$ cat src/rtl/burner_pkg.sv
package burner_pkg;

  typedef enum logic [1:0] {
    PH_IDLE   = 2'b00,
    PH_PURGE  = 2'b01,
    PH_IGNITE = 2'b10,
    PH_BURN   = 2'b11
  } phase_e;

  // Width needed to hold a tick count in 0..max_ticks
  function automatic int tick_width(input int max_ticks);
    int w;
    w = 1;
    while ((1 << w) <= max_ticks) w++;
    return w;
  endfunction

  // Valve command belonging to a phase
  function automatic logic valve_for(input phase_e ph);
    return (ph == PH_IGNITE) || (ph == PH_BURN);
  endfunction

  // Successor of a phase in the fixed loop
  function automatic phase_e next_in_loop(input phase_e ph);
    return phase_e'(ph + 2'd1);
  endfunction

endpackage

$ cat src/rtl/burner_sync.sv
module burner_sync #(
  parameter int STAGES = 2,
  parameter int WIDTH  = 2
) (
  input  logic             clk,
  input  logic             rst,
  input  logic [WIDTH-1:0] din,
  output logic [WIDTH-1:0] dout
);

  logic [WIDTH-1:0] chain [STAGES];

  genvar g;
  generate
    for (g = 0; g < STAGES; g++) begin : g_stage
      if (g == 0) begin : g_first
        always_ff @(posedge clk) begin
          if (rst) chain[0] <= '0;
          else     chain[0] <= din;
        end
      end else begin : g_rest
        always_ff @(posedge clk) begin
          if (rst) chain[g] <= '0;
          else     chain[g] <= chain[g-1];
        end
      end
    end
  endgenerate

  assign dout = chain[STAGES-1];

endmodule

$ cat src/rtl/burner_dwell.sv
module burner_dwell #(
  parameter int CNT_W = 5
) (
  input  logic             clk,
  input  logic             rst,
  input  logic             load,
  input  logic [CNT_W-1:0] load_val,
  input  logic             tick,
  output logic [CNT_W-1:0] cnt,
  output logic             done
);

  logic [CNT_W-1:0] cnt_q;

  always_ff @(posedge clk) begin
    if (rst)                       cnt_q <= '0;
    else if (load)                 cnt_q <= load_val;
    else if (tick && cnt_q != '0)  cnt_q <= cnt_q - 1'b1;
  end

  assign cnt  = cnt_q;
  assign done = (cnt_q == '0);

endmodule

$ cat src/rtl/burner_phase_fsm.sv
module burner_phase_fsm
  import burner_pkg::*;
#(
  parameter int CNT_W        = 5,
  parameter int PURGE_TICKS  = 30,
  parameter int IGNITE_TICKS = 1
) (
  input  logic             clk,
  input  logic             rst,
  input  logic             heat_s,
  input  logic             flame_s,
  input  logic             dwell_done,
  output phase_e           phase,
  output logic             valve_on,
  output logic             load,
  output logic [CNT_W-1:0] load_val
);

  phase_e phase_q, phase_d;
  logic   valve_q;

  always_comb begin
    phase_d  = phase_q;
    load     = 1'b0;
    load_val = '0;
    unique case (phase_q)
      PH_IDLE: begin
        if (heat_s) begin
          phase_d  = next_in_loop(phase_q);
          load     = 1'b1;
          load_val = CNT_W'(PURGE_TICKS);
        end
      end
      PH_PURGE: begin
        if (dwell_done) begin
          phase_d  = next_in_loop(phase_q);
          load     = 1'b1;
          load_val = CNT_W'(IGNITE_TICKS);
        end
      end
      PH_IGNITE: begin
        if (dwell_done) phase_d = next_in_loop(phase_q);
      end
      PH_BURN: begin
        if (!heat_s || !flame_s) phase_d = next_in_loop(phase_q);
      end
      default: phase_d = PH_IDLE;
    endcase
  end

  always_ff @(posedge clk) begin
    if (rst) begin
      phase_q <= PH_IDLE;
      valve_q <= 1'b0;
    end else begin
      phase_q <= phase_d;
      valve_q <= valve_for(phase_d);
    end
  end

  assign phase    = phase_q;
  assign valve_on = valve_q;

endmodule

$ cat src/rtl/burner_seq_ctrl.sv
module burner_seq_ctrl
  import burner_pkg::*;
#(
  parameter int SYNC_STAGES  = 2,
  parameter int PURGE_TICKS  = 30,
  parameter int IGNITE_TICKS = 1
) (
  input  logic       clk,
  input  logic       rst,
  input  logic       heat_req,
  input  logic       flame_ok,
  input  logic       sec_tick,
  output logic       valve_on,
  output logic [1:0] phase
);

  localparam int MAX_TICKS = (PURGE_TICKS > IGNITE_TICKS) ? PURGE_TICKS : IGNITE_TICKS;
  localparam int CNT_W     = tick_width(MAX_TICKS);

  // Named internal events for the checker
  logic             heat_s;
  logic             flame_s;
  logic             dwell_done;
  logic             dwell_load;
  logic [CNT_W-1:0] dwell_val;
  logic [CNT_W-1:0] dwell_cnt;
  logic [1:0]       synced;
  phase_e           phase_st;

  burner_sync #(.STAGES(SYNC_STAGES), .WIDTH(2)) u_sync (
    .clk  (clk),
    .rst  (rst),
    .din  ({flame_ok, heat_req}),
    .dout (synced)
  );
  assign heat_s  = synced[0];
  assign flame_s = synced[1];

  burner_dwell #(.CNT_W(CNT_W)) u_dwell (
    .clk      (clk),
    .rst      (rst),
    .load     (dwell_load),
    .load_val (dwell_val),
    .tick     (sec_tick),
    .cnt      (dwell_cnt),
    .done     (dwell_done)
  );

  burner_phase_fsm #(
    .CNT_W        (CNT_W),
    .PURGE_TICKS  (PURGE_TICKS),
    .IGNITE_TICKS (IGNITE_TICKS)
  ) u_fsm (
    .clk        (clk),
    .rst        (rst),
    .heat_s     (heat_s),
    .flame_s    (flame_s),
    .dwell_done (dwell_done),
    .phase      (phase_st),
    .valve_on   (valve_on),
    .load       (dwell_load),
    .load_val   (dwell_val)
  );

  assign phase = phase_st;

endmodule

$ cat config.mk
export PLATFORM = sky130hd
export DESIGN_NAME = burner_seq_ctrl
export DESIGN_NICKNAME = d
export VERILOG_FILES = /design/src/rtl/burner_pkg.sv /design/src/rtl/burner_sync.sv /design/src/rtl/burner_dwell.sv /design/src/rtl/burner_phase_fsm.sv /design/src/rtl/burner_seq_ctrl.sv
export SDC_FILE = /design/constraint.sdc
export NUM_CORES = 1
export LEC_CHECK = 0
export BUFFER_PORTS_ARGS = -buffer_cell sky130_fd_sc_hd__buf_2
export CORE_MARGIN = 2
export CORE_UTILIZATION = 35
export CTS_BUF_LIST = sky130_fd_sc_hd__clkbuf_2
export CTS_CLUSTER_DIAMETER = 120
export DETAILED_ROUTE_END_ITERATION = 7
export PLACE_DENSITY = 0.55
export SETUP_SLACK_MARGIN = 0.4
export SYNTH_ARGS = -nofsm -noshare
export SYNTH_HDL_FRONTEND = slang
export SYNTH_SLANG_ARGS = --single-unit
$ cat constraint.sdc
create_clock -name clk -period 1.7 [get_ports clk]
set_input_delay 0.34 -clock clk [delete_from_list [all_inputs] [get_ports clk]]
set_output_delay 0.34 -clock clk [all_outputs]
set_load 0.02 [all_outputs]
==> results of run 1 <==
## power by group
group | switching [uW] | total (uW) | internal (uW)
logic | 348 | 804 | 456
clock network | 99.3 | 150 | 51.1
registers | 73.0 | 433 | 359
total | 520 | 1390 | 867
## worst max-delay path by stage
| stage | startpoint | to | slack, ns |
|---|---|---|---|
| floorplan | u_dwell.cnt[1] | u_dwell.cnt[1] | 0.21 |
| global placement | u_dwell.cnt[1] | u_dwell.cnt[1] | 0.15 |
| detailed placement | u_dwell.cnt[1] | u_dwell.cnt[1] | 0.13 |
| CTS | u_dwell.cnt[0] | u_dwell.cnt[1] | 0.18 |
| global route | u_dwell.cnt[0] | u_fsm.phase[1] | 0.12 |
| finish | u_dwell.cnt[0] | u_dwell.cnt[1] | 0.16 |
## layout make-up
cell class                 count  area, um2  share of cell area
clock inverter                 1       3.75             0.00469
tap                           16       20.0              0.0250
clock buffer                   3       15.0              0.0188
multi-input combinational     46        378               0.472
sequential                    12        253               0.316
inverter                       6       25.0              0.0313
timing repair buffer          14        106               0.133
## through the flow
stage	power (uW)	setup WS, ns	cells	util
2_1_floorplan	800	0.213	66	-
3_3_place_gp	936	0.153	88	0.439
3_5_place_dp	932	0.131	88	0.439
4_1_cts	1300	0.179	96	0.499
5_1_grt	1490	0.122	98	0.519
6_report	1390	0.160	98	0.519
## state kept, by name, indices dropped and copies added (netlist names)
name	cells
u_dwell.cnt	5
u_fsm.phase	2
u_fsm.valve_on	1
u_sync.chain	4
## cells by family after synthesis
kind of cell,Yosys count
compound gates,17
flops,12
simple gates,24
fa+ha+maj,4
xor+xnor,1
buf+inv,8
## placed cells by master (no fill, tap or decap), types with 2 or more instances in the layout
master / Yosys / layout
dfxtp_1: 12 / 8
buf_2: 0 / 6
buf_4: 0 / 6
dfxtp_4: 0 / 3
nand3_1: 3 / 2
a21oi_1: 2 / 2
nor2b_1: 5 / 5
nand2_1: 6 / 6
inv_1: 6 / 4
or4b_4: 1 / 2
clkbuf_2: 0 / 3
ha_1: 4 / 2
o21ai_0: 3 / 2
a31oi_1: 4 / 4
or3_1: 2 / 2
## timing repair
item / 4_1_cts / 5_1_grt
buffers inserted: 4 / 2
gates cloned: 0 / 0
gates resized for setup: 7 / 5
hold buffers: 0 / 0
setup endpoints to repair: 7 / 8
pin swaps: 5 / 3
endpoints found under the hold margin: 0 / 0
## per-layer routing
metal,vias up,global-route usage,part of all wire,wire length (um)
met1,268,0.204,0.49,663
met4,0,0.0706,0.0059,8
met2,6,0.246,0.48,646
met5,-,0,0,0
met3,2,0.0360,0.022,29
li1,276,-,-,-
==> metrics.txt, run 1 <==
outcome finished, final reports clean; TritonCTS clock tree done; Tmin final 1.54 ns; clock-pin slew of the registers on the worst-case setup and hold paths 0.13 ns; worst hold path stage count 2; worst reg2reg setup slack 0.16 ns; Primary FF master, synth dfxtp_1; syn nets 75; Crit path arrival time 1.73 ns; cell count after synthesis 66; reg-to-reg critical path endpoint u_dwell.cnt[1]; Worst Hold Slack 0.285 ns; most used standard cell by instance count after synthesis dfxtp_1; fmax 649 MHz; Period Utilization, post-route 0.906; cells along the critical path inv_4, ha_4, or4b_4, or3_1, a31oi_1; maximum single-stage delay on the critical path 0.46 ns; antenna violation net count after detailed routing 0; Layout Skew 0.00242 ns; Wirelength per Cell 13.8 um; drt pass-1 iters 4; Final nets 92; count of flip-flops with a built-in enable after synthesis 0; total standard cell area after synthesis 591 um2; sequential share of the synthesized area 0.407; number of buffers inserted during clock tree synthesis 3; top post-synthesis cells by count 12 x dfxtp_1, 6 x inv_1, 6 x nand2_1, 5 x nor2b_1; DR vias 552; total core area 1540 um2; diodes inserted 0; number of buffer and inverter stages on the critical path 1; share of the synthesized area in compound gates (AO/OA/AOI/OAI) 0.193; Cell variety after synth 27; clock buffer depth 2; Crit path max-delay family simple AND/OR/NAND/NOR gates; area grow syn2layout 35.6%; maximum resistive drop on vdd 837 uV; pwr/cell area 1730 nW/um2; Clock Sink Count 12; Worst Hold Path EP u_sync.chain[0][0]; Worst Hold Launch heat_req; CTS root buf clkbuf_2; worst-margin pin slew 0.326 ns; final design instance area without fill 801 um2; ratio of cells with drive above 1 in the final layout 0.402; vertical die dimension 45.1 um; xor and xnor fraction of the mapped netlist area 0.0148; filler cell count in the final layout 140; CP required 1.89 ns; fraction of the mapped netlist area in adder cells 0.0847; reg-to-reg startpoint u_dwell.cnt[0]; dominant combinational cell family by area after synthesis simple AND/OR/NAND/NOR gates; initial antenna violation count 0; worst max-slew margin expressed relative to the limit 0.780; number of H-tree levels 1; warning count from the yosys run 0; largest net degree at the start of global routing 13; cell types with the largest area share after synthesis dfxtp_1 41%, ha_1 8.5%, nor2b_1 5.3%; DR iter-0 viols 18; final setup violation count 0; final-report max-slew violation count 0; post-detail-place hpwl 827 um; flip-flop and latch count after synthesis 12; overall die area 2030 um2; TNS Setup 0 ns; library cell with the largest summed area after synthesis dfxtp_1; Worst Reg2Reg Path Length in Cells 5; final wirelength 1.35 mm; startpoint-to-endpoint class of the critical path flop to flop; Starting Density 0.383; via density per instance 5.63; leakage component of the power 0.000318 uW; die width 45.1 um; drt drc 0; first-pass GRT wire length 2.26 mm; port bufs 7; simple-gate share of the synthesized area 0.250; number of placement rows 14; slowest library cell on the worst path or4b_4; class of the worst hold path input port to flop; worst-skew pair later-pin latency 0.26 ns; GRT Residual Overflow 0; logic depth of the worst setup path including buffers 5; I/O pin count 8; Worst Setup Start Kind flop; final-report hold violation count 0; Crit. End Element flop; via count of the first global-routing pass 498; final weighted congestion of routability-driven global placement 0.669; mean area per synthesized cell 8.95 um2; GRT Total Usage 0.157; crit path max fanout 4; fraction of registers with async set or reset after synthesis 0; share of Yosys cell area claimed by the top area cell type 0.407; Max-cap violations 0; mux contribution to synthesized area 0; unrepaired setup endpoints after global routing true; DP Area 677 um2
Note: power is estimated with default switching activity, not from simulation.
==> inputs of run 2 (changes only) <==
clock period = 1.5 ns   (was 1.7 ns; I/O delays follow)
==> run 2 against run 1 <==
The flow now finishes with violations (negative setup slack); die area unchanged; worst hold slack lost 0.045 ns; global-route usage shrank 0.30 points.
==> metrics.txt, run 2 (synthesis gave the netlist of run 1 again) <==
final setup violation count 1 (+1); Crit. End Element flop; antenna violation net count after detailed routing 0 (unchanged); Starting Density 0.383 (unchanged); clock-pin slew of the registers on the worst-case setup and hold paths 0.12 ns (about the same); Worst Reg2Reg Path Length in Cells 5 (unchanged); final-report max-slew violation count 0 (unchanged); overall die area 2030 um2 (unchanged); TNS Setup -0.00255 ns (-0.00255 ns); reg-to-reg critical path endpoint u_dwell.cnt[1]; Period Utilization, post-route 1.00 (+0.0959); Worst Hold Path EP u_sync.chain[0][1]; worst-skew pair later-pin latency 0.27 ns (about the same); pwr/cell area 1820 nW/um2 (+5.1%); Wirelength per Cell 12.9 um (-6.1%); via density per instance 5.48 (-2.7%); drt drc 0 (unchanged); worst-margin pin slew 0.393 ns (+0.0676 ns); share of power burned in the clock network 0.109 (about the same); unrepaired setup endpoints after global routing true; startpoint-to-endpoint class of the critical path flop to flop; post-route total power 1530 uW (+10%); flip-flop count of the largest register after layout 5 (unchanged); CTS root buf clkbuf_2; largest net degree at the start of global routing 13 (unchanged); hold bufs inserted after CTS 0 (unchanged); final-report hold violation count 0 (unchanged); GRT Total Usage 0.154 (-0.00305); Worst setup startpoint u_dwell.cnt[1]; area grow syn2layout 42.2%; uppermost layer routed met3; outcome complete, but fails checks; clock buffer depth 2 (unchanged); DR vias 548 (-0.72%); Worst Setup Start Kind flop; worst-case setup margin in the final layout -0.00255 ns (-0.163 ns); Max-cap violations 0 (unchanged); drt pass-1 iters 4 (unchanged); crit path max fanout 3 (-1); number of H-tree levels 1 (unchanged); class of the worst hold path input port to flop; Final Instance Count excl. Fillers 100 (+2.0%); number of placement rows 14 (unchanged); most frequent cells in the layout 9 x buf_4, 7 x dfxtp_1, 5 x nor2b_1, 5 x nand2_1; via count of the first global-routing pass 548 (+10%); port bufs 7 (unchanged); combinational group share of total power 0.572 (-0.008); Tmin final 1.50 ns (-0.0373 ns); met2 WL post-DR 615 um (-4.8%); WL met1 610 um (-8.0%); GRT Residual Overflow 0 (unchanged); worst hold path stage count 2 (unchanged); Internal Dissipation 947 uW (+9.2%); maximum resistive drop on vdd 937 uV (+12%); met3 layer wire length in the routed design 66 um (+130%); vertical die dimension 45.1 um (unchanged); Worst Hold Launch flame_ok; worst reg2reg setup slack -0.003 ns (-0.16 ns); I/O pin count 8 (unchanged); total core area 1540 um2 (unchanged); CP required 1.70 ns (-0.19 ns); DR iter-0 viols 18 (unchanged); violations in the final reports negative setup slack; net switching power of the design 582 uW (+12%); first-pass GRT wire length 2.25 mm (-0.62%); final weighted congestion of routability-driven global placement 0.718 (+7.4%); leakage component of the power 0.000329 uW (+3.6%); ratio of cells with drive above 1 in the final layout 0.488 (+0.0857); Layout Skew 0.00921 ns (+0.00679 ns); reg-to-reg startpoint u_dwell.cnt[1]; worst max-slew margin expressed relative to the limit 0.735 (-0.0455); number of buffers inserted during clock tree synthesis 3 (unchanged); final wirelength 1.29 mm (-4.2%); Final nets 94 (+2.2%); die width 45.1 um (unchanged); Clock Sink Count 12 (unchanged); post-detail-place hpwl 841 um (+1.6%); Switching Fraction 0.381 (+0.00550); sequential share of power 0.319 (+0.007); diodes inserted 0 (unchanged); TritonCTS clock tree done; Crit path arrival time 1.71 ns (-0.02 ns); most common cell after layout, fill and taps aside buf_4; initial antenna violation count 0 (unchanged); Placed Cells 91 (+3.4%); fmax 666 MHz (+2.5%)
==> run 2: cell types whose count changed in the layout (fill, tap and decap cells not counted), sizes merged <==
cell	delta
buf	+2
==> run 2: worst max-delay path by stage <==
stage / endpoint / slack [ns]
after floorplan: u_dwell.cnt[1] / 0.04
after global placement: u_dwell.cnt[1] / 0.03
after detailed placement: u_dwell.cnt[1] / 0.02
after CTS: u_dwell.cnt[1] / -0.01
after global routing: u_dwell.cnt[1] / -0.09
final: u_dwell.cnt[1] / -0.003
==> run 2: layer usage <==
| metal | vias up | global-route usage |
|---|---|---|
| met5 | - | 0 |
| met4 | 0 | 0.0176 |
| met1 | 256 | 0.185 |
| met2 | 11 | 0.249 |
| li1 | 281 | - |
| met3 | 0 | 0.0840 |
==> run 2: power by group through the flow <==
stage	sequential (uW)	combinational [uW]	clock, uW
after floorplan	510	465	0
after global placement	498	672	0
after detailed placement	500	677	0
after CTS	482	832	175
after global routing	498	973	198
final	488	874	166
==> run 2: worst max-delay path: stages, from the launching register on <==
cell and delay, ns:
dfxtp_2 0.36, inv_2 0.07, ha_4 0.13, or4b_4 0.44, or3_1 0.32, a31oi_1 0.12
==> run 2: timing repair <==
item | in CTS | in global routing
gates resized for setup | 5 | 8
setup buffers | 5 | 0
endpoints found under the setup margin | 9 | 11
pin swaps | 1 | 1
hold endpoints to repair | 0 | 0
==> run 2: metrics by stage <==
| step | hold WS, ns | setup slack [ns] | cell area, um2 | utilization |
|---|---|---|---|---|
| floorplan | 0.372 | 0.0411 | 651 | - |
| global placement | 0.425 | 0.0344 | 728 | 0.472 |
| detailed placement | 0.427 | 0.0182 | 728 | 0.472 |
| CTS | 0.230 | -0.00957 | 810 | 0.525 |
| global route | 0.213 | -0.0909 | 840 | 0.545 |
| finish | 0.240 | -0.00255 | 840 | 0.545 |
==> run 2: area by class of cell <==
cell class | instances | area [um2]
clock buffer | 3 | 15.0
inverter | 6 | 22.5
fill | 139 | 702
multi-input combinational | 46 | 405
clock inverter | 1 | 3.75
timing repair buffer | 16 | 121
tap | 16 | 20.0
sequential | 12 | 251
==> inputs of run 3 (changes only) <==
CTS_BUF_LIST = sky130_fd_sc_hd__clkbuf_4 sky130_fd_sc_hd__clkbuf_8   (was sky130_fd_sc_hd__clkbuf_2)
==> run 3 against run 2 <==
The flow now finishes without violations; clock skew is 0.0026 ns lower; sequential share of layout area fell by 0.84 points; worst setup slack gained 0.0099 ns; clock power grew 54%; critical path depth is the same; global-route usage increased by 0.33 points; combinational power up 6.6%; routed wire length is 1.1% lower; final cell count up 1.0%; fmax up 0.66%; worst hold slack got worse by 0.0022 ns; first-iteration DRC count fell by 11%.
==> metrics.txt, run 3 (synthesis gave the netlist of run 1 again) <==
cells along the critical path inv_2, ha_4, or4b_4, or3_1, a31oi_1; unrepaired setup endpoints after global routing true; maximum resistive drop on vdd 1020 uV (+8.6%); antenna violation net count after detailed routing 0 (unchanged); Layout Skew 0.00658 ns (-0.00264 ns); worst max-slew margin expressed relative to the limit 0.762 (+0.0273); final weighted congestion of routability-driven global placement 0.718 (unchanged); drt pass-1 iters 4 (unchanged); initial antenna violation count 0 (unchanged); maximum single-stage delay on the critical path 0.45 ns (about the same); via density per instance 5.60 (+2.3%); filler cell count in the final layout 137 (-1.4%); number of buffers inserted during clock tree synthesis 3 (unchanged); Wirelength per Cell 12.7 um (-2.1%); Crit. End Element flop; most common cell after layout, fill and taps aside buf_4; Starting Density 0.383 (unchanged); net switching power of the design 594 uW (+2.1%); worst-skew pair later-pin latency 0.27 ns (about the same); clock buffer depth 2 (unchanged); I/O pin count 8 (unchanged); pwr/cell area 1950 nW/um2 (+7.0%); Crit path arrival time 1.70 ns (about the same); overall die area 2030 um2 (unchanged); final wirelength 1.28 mm (-1.1%); most frequent cells in the layout 9 x buf_4, 8 x dfxtp_1, 5 x nor2b_1, 5 x nand2_1, 5 x buf_2; Tmin final 1.49 ns (-0.00986 ns); number of placement rows 14 (unchanged); vertical die dimension 45.1 um (unchanged); utilization of the core after routing 0.558 (+0.0130); drt drc 0 (unchanged); via count of the first global-routing pass 545 (-0.55%); reg-to-reg critical path endpoint u_dwell.cnt[1]; Switching Fraction 0.355 (-0.0260); Worst Hold Slack 0.238 ns (-0.00225 ns); outcome finished, final reports clean; Clock Sink Count 12 (unchanged); TritonCTS clock tree done; post-detail-place hpwl 841 um (unchanged); leakage component of the power 0.000342 uW (+3.9%); Max-cap violations 0 (unchanged); Period Utilization, post-route 0.995 (-0.00657); DR iter-0 viols 16 (-2); first-pass GRT wire length 2.29 mm (+1.8%); worst hold path stage count 2 (unchanged); flip-flop count of the largest register after layout 5 (unchanged); startpoint-to-endpoint class of the critical path flop to flop; share of power burned in the clock network 0.153 (+0.044); fmax 670 MHz (+0.66%); Worst Setup Start Kind flop; area grow syn2layout 45.6%; TNS Setup 0 ns (+0.00255 ns); worst-margin pin slew 0.353 ns (-0.0405 ns); Worst Reg2Reg Path Length in Cells 5 (unchanged); GRT Residual Overflow 0 (unchanged); largest net degree at the start of global routing 13 (unchanged); sequential share of power 0.291 (-0.028); final setup violation count 0 (-1); post-route total power 1670 uW (+9.5%); CP required 1.70 ns (about the same); GRT Total Usage 0.157 (+0.00331); number of H-tree levels 1 (unchanged); Worst Hold Launch flame_ok; combinational group share of total power 0.556 (-0.016); footprint of the multi-input gates 395 um2 (-2.5%); DR vias 566 (+3.3%); slowest library cell on the worst path or4b_4; diodes inserted 0 (unchanged); port bufs 7 (unchanged); Worst Hold Path EP u_sync.chain[0][1]; Internal Dissipation 1080 uW (+14%); total core area 1540 um2 (unchanged); ratio of cells with drive above 1 in the final layout 0.471 (-0.0175); CTS root buf clkbuf_4; worst reg2reg setup slack 0.007 ns (about the same); crit path max fanout 3 (unchanged); reg-to-reg startpoint u_dwell.cnt[1]; Final nets 95 (+1.1%); final-report max-slew violation count 0 (unchanged); Sequential cell area 250 um2 (-0.50%); clock-pin slew of the registers on the worst-case setup and hold paths 0.08 ns (-0.04 ns); die width 45.1 um (unchanged); final-report hold violation count 0 (unchanged); class of the worst hold path input port to flop; hold bufs inserted after CTS 0 (unchanged)
run 3: final cells by class:
class                   instances  share of cell area
clock buffers                   4              0.0422
repair buffers                 17               0.157
inverters                       6              0.0262
well taps                      16              0.0233
multi-input cells              46               0.460
flip-flops and latches         12               0.291
run 3: worst max path at each step:
stage	from	endpoint	depth (start not counted)
after floorplan	u_dwell.cnt[1]	u_dwell.cnt[1]	5
after global placement	u_dwell.cnt[1]	u_dwell.cnt[1]	5
after CTS	u_dwell.cnt[1]	u_dwell.cnt[1]	5
final	u_dwell.cnt[1]	u_dwell.cnt[1]	5
after detailed placement	u_dwell.cnt[1]	u_dwell.cnt[1]	5
after global routing	u_dwell.cnt[1]	u_dwell.cnt[1]	5
run 3: critical path: cells and delay by family, from the launching register on:
kind	cells	cell delay (ns)
AND/OR/NAND/NOR	2	0.77
adder cells (fa/ha/maj)	1	0.13
buffers and inverters	1	0.07
AO/OA/AOI/OAI	1	0.12
flip-flops	1	0.34
run 3: what timing repair did:
item / in CTS / in global routing
setup endpoints to repair: 9 / 10
cloned: 0 / 0
resized for setup: 4 / 4
endpoints found under the hold margin: 0 / 0
pin swaps: 1 / 1
setup buffers: 6 / 0
run 3: layer usage:
layer	up-vias	track usage	share of wire
li1	284	-	-
met1	269	0.202	0.50
met2	13	0.240	0.45
met3	0	0.0720	0.046
met4	0	0.0353	0
met5	-	0	0
run 3: metrics by stage:
stage                     cells  cell area [um2]  setup WS, ns
after detailed placement     91              728        0.0182
final                       101              860       0.00731
after floorplan              66              651        0.0411
after global routing        101              860       -0.0785
after global placement       91              728        0.0344
after CTS                   101              843      0.000515
run 3: power groups by stage:
stage	sequential (uW)	combinational (uW)	clock, uW
after detailed placement	500	677	0
after floorplan	510	465	0
after global routing	495	1030	290
final	487	932	256
after global placement	498	672	0
after CTS	481	898	267
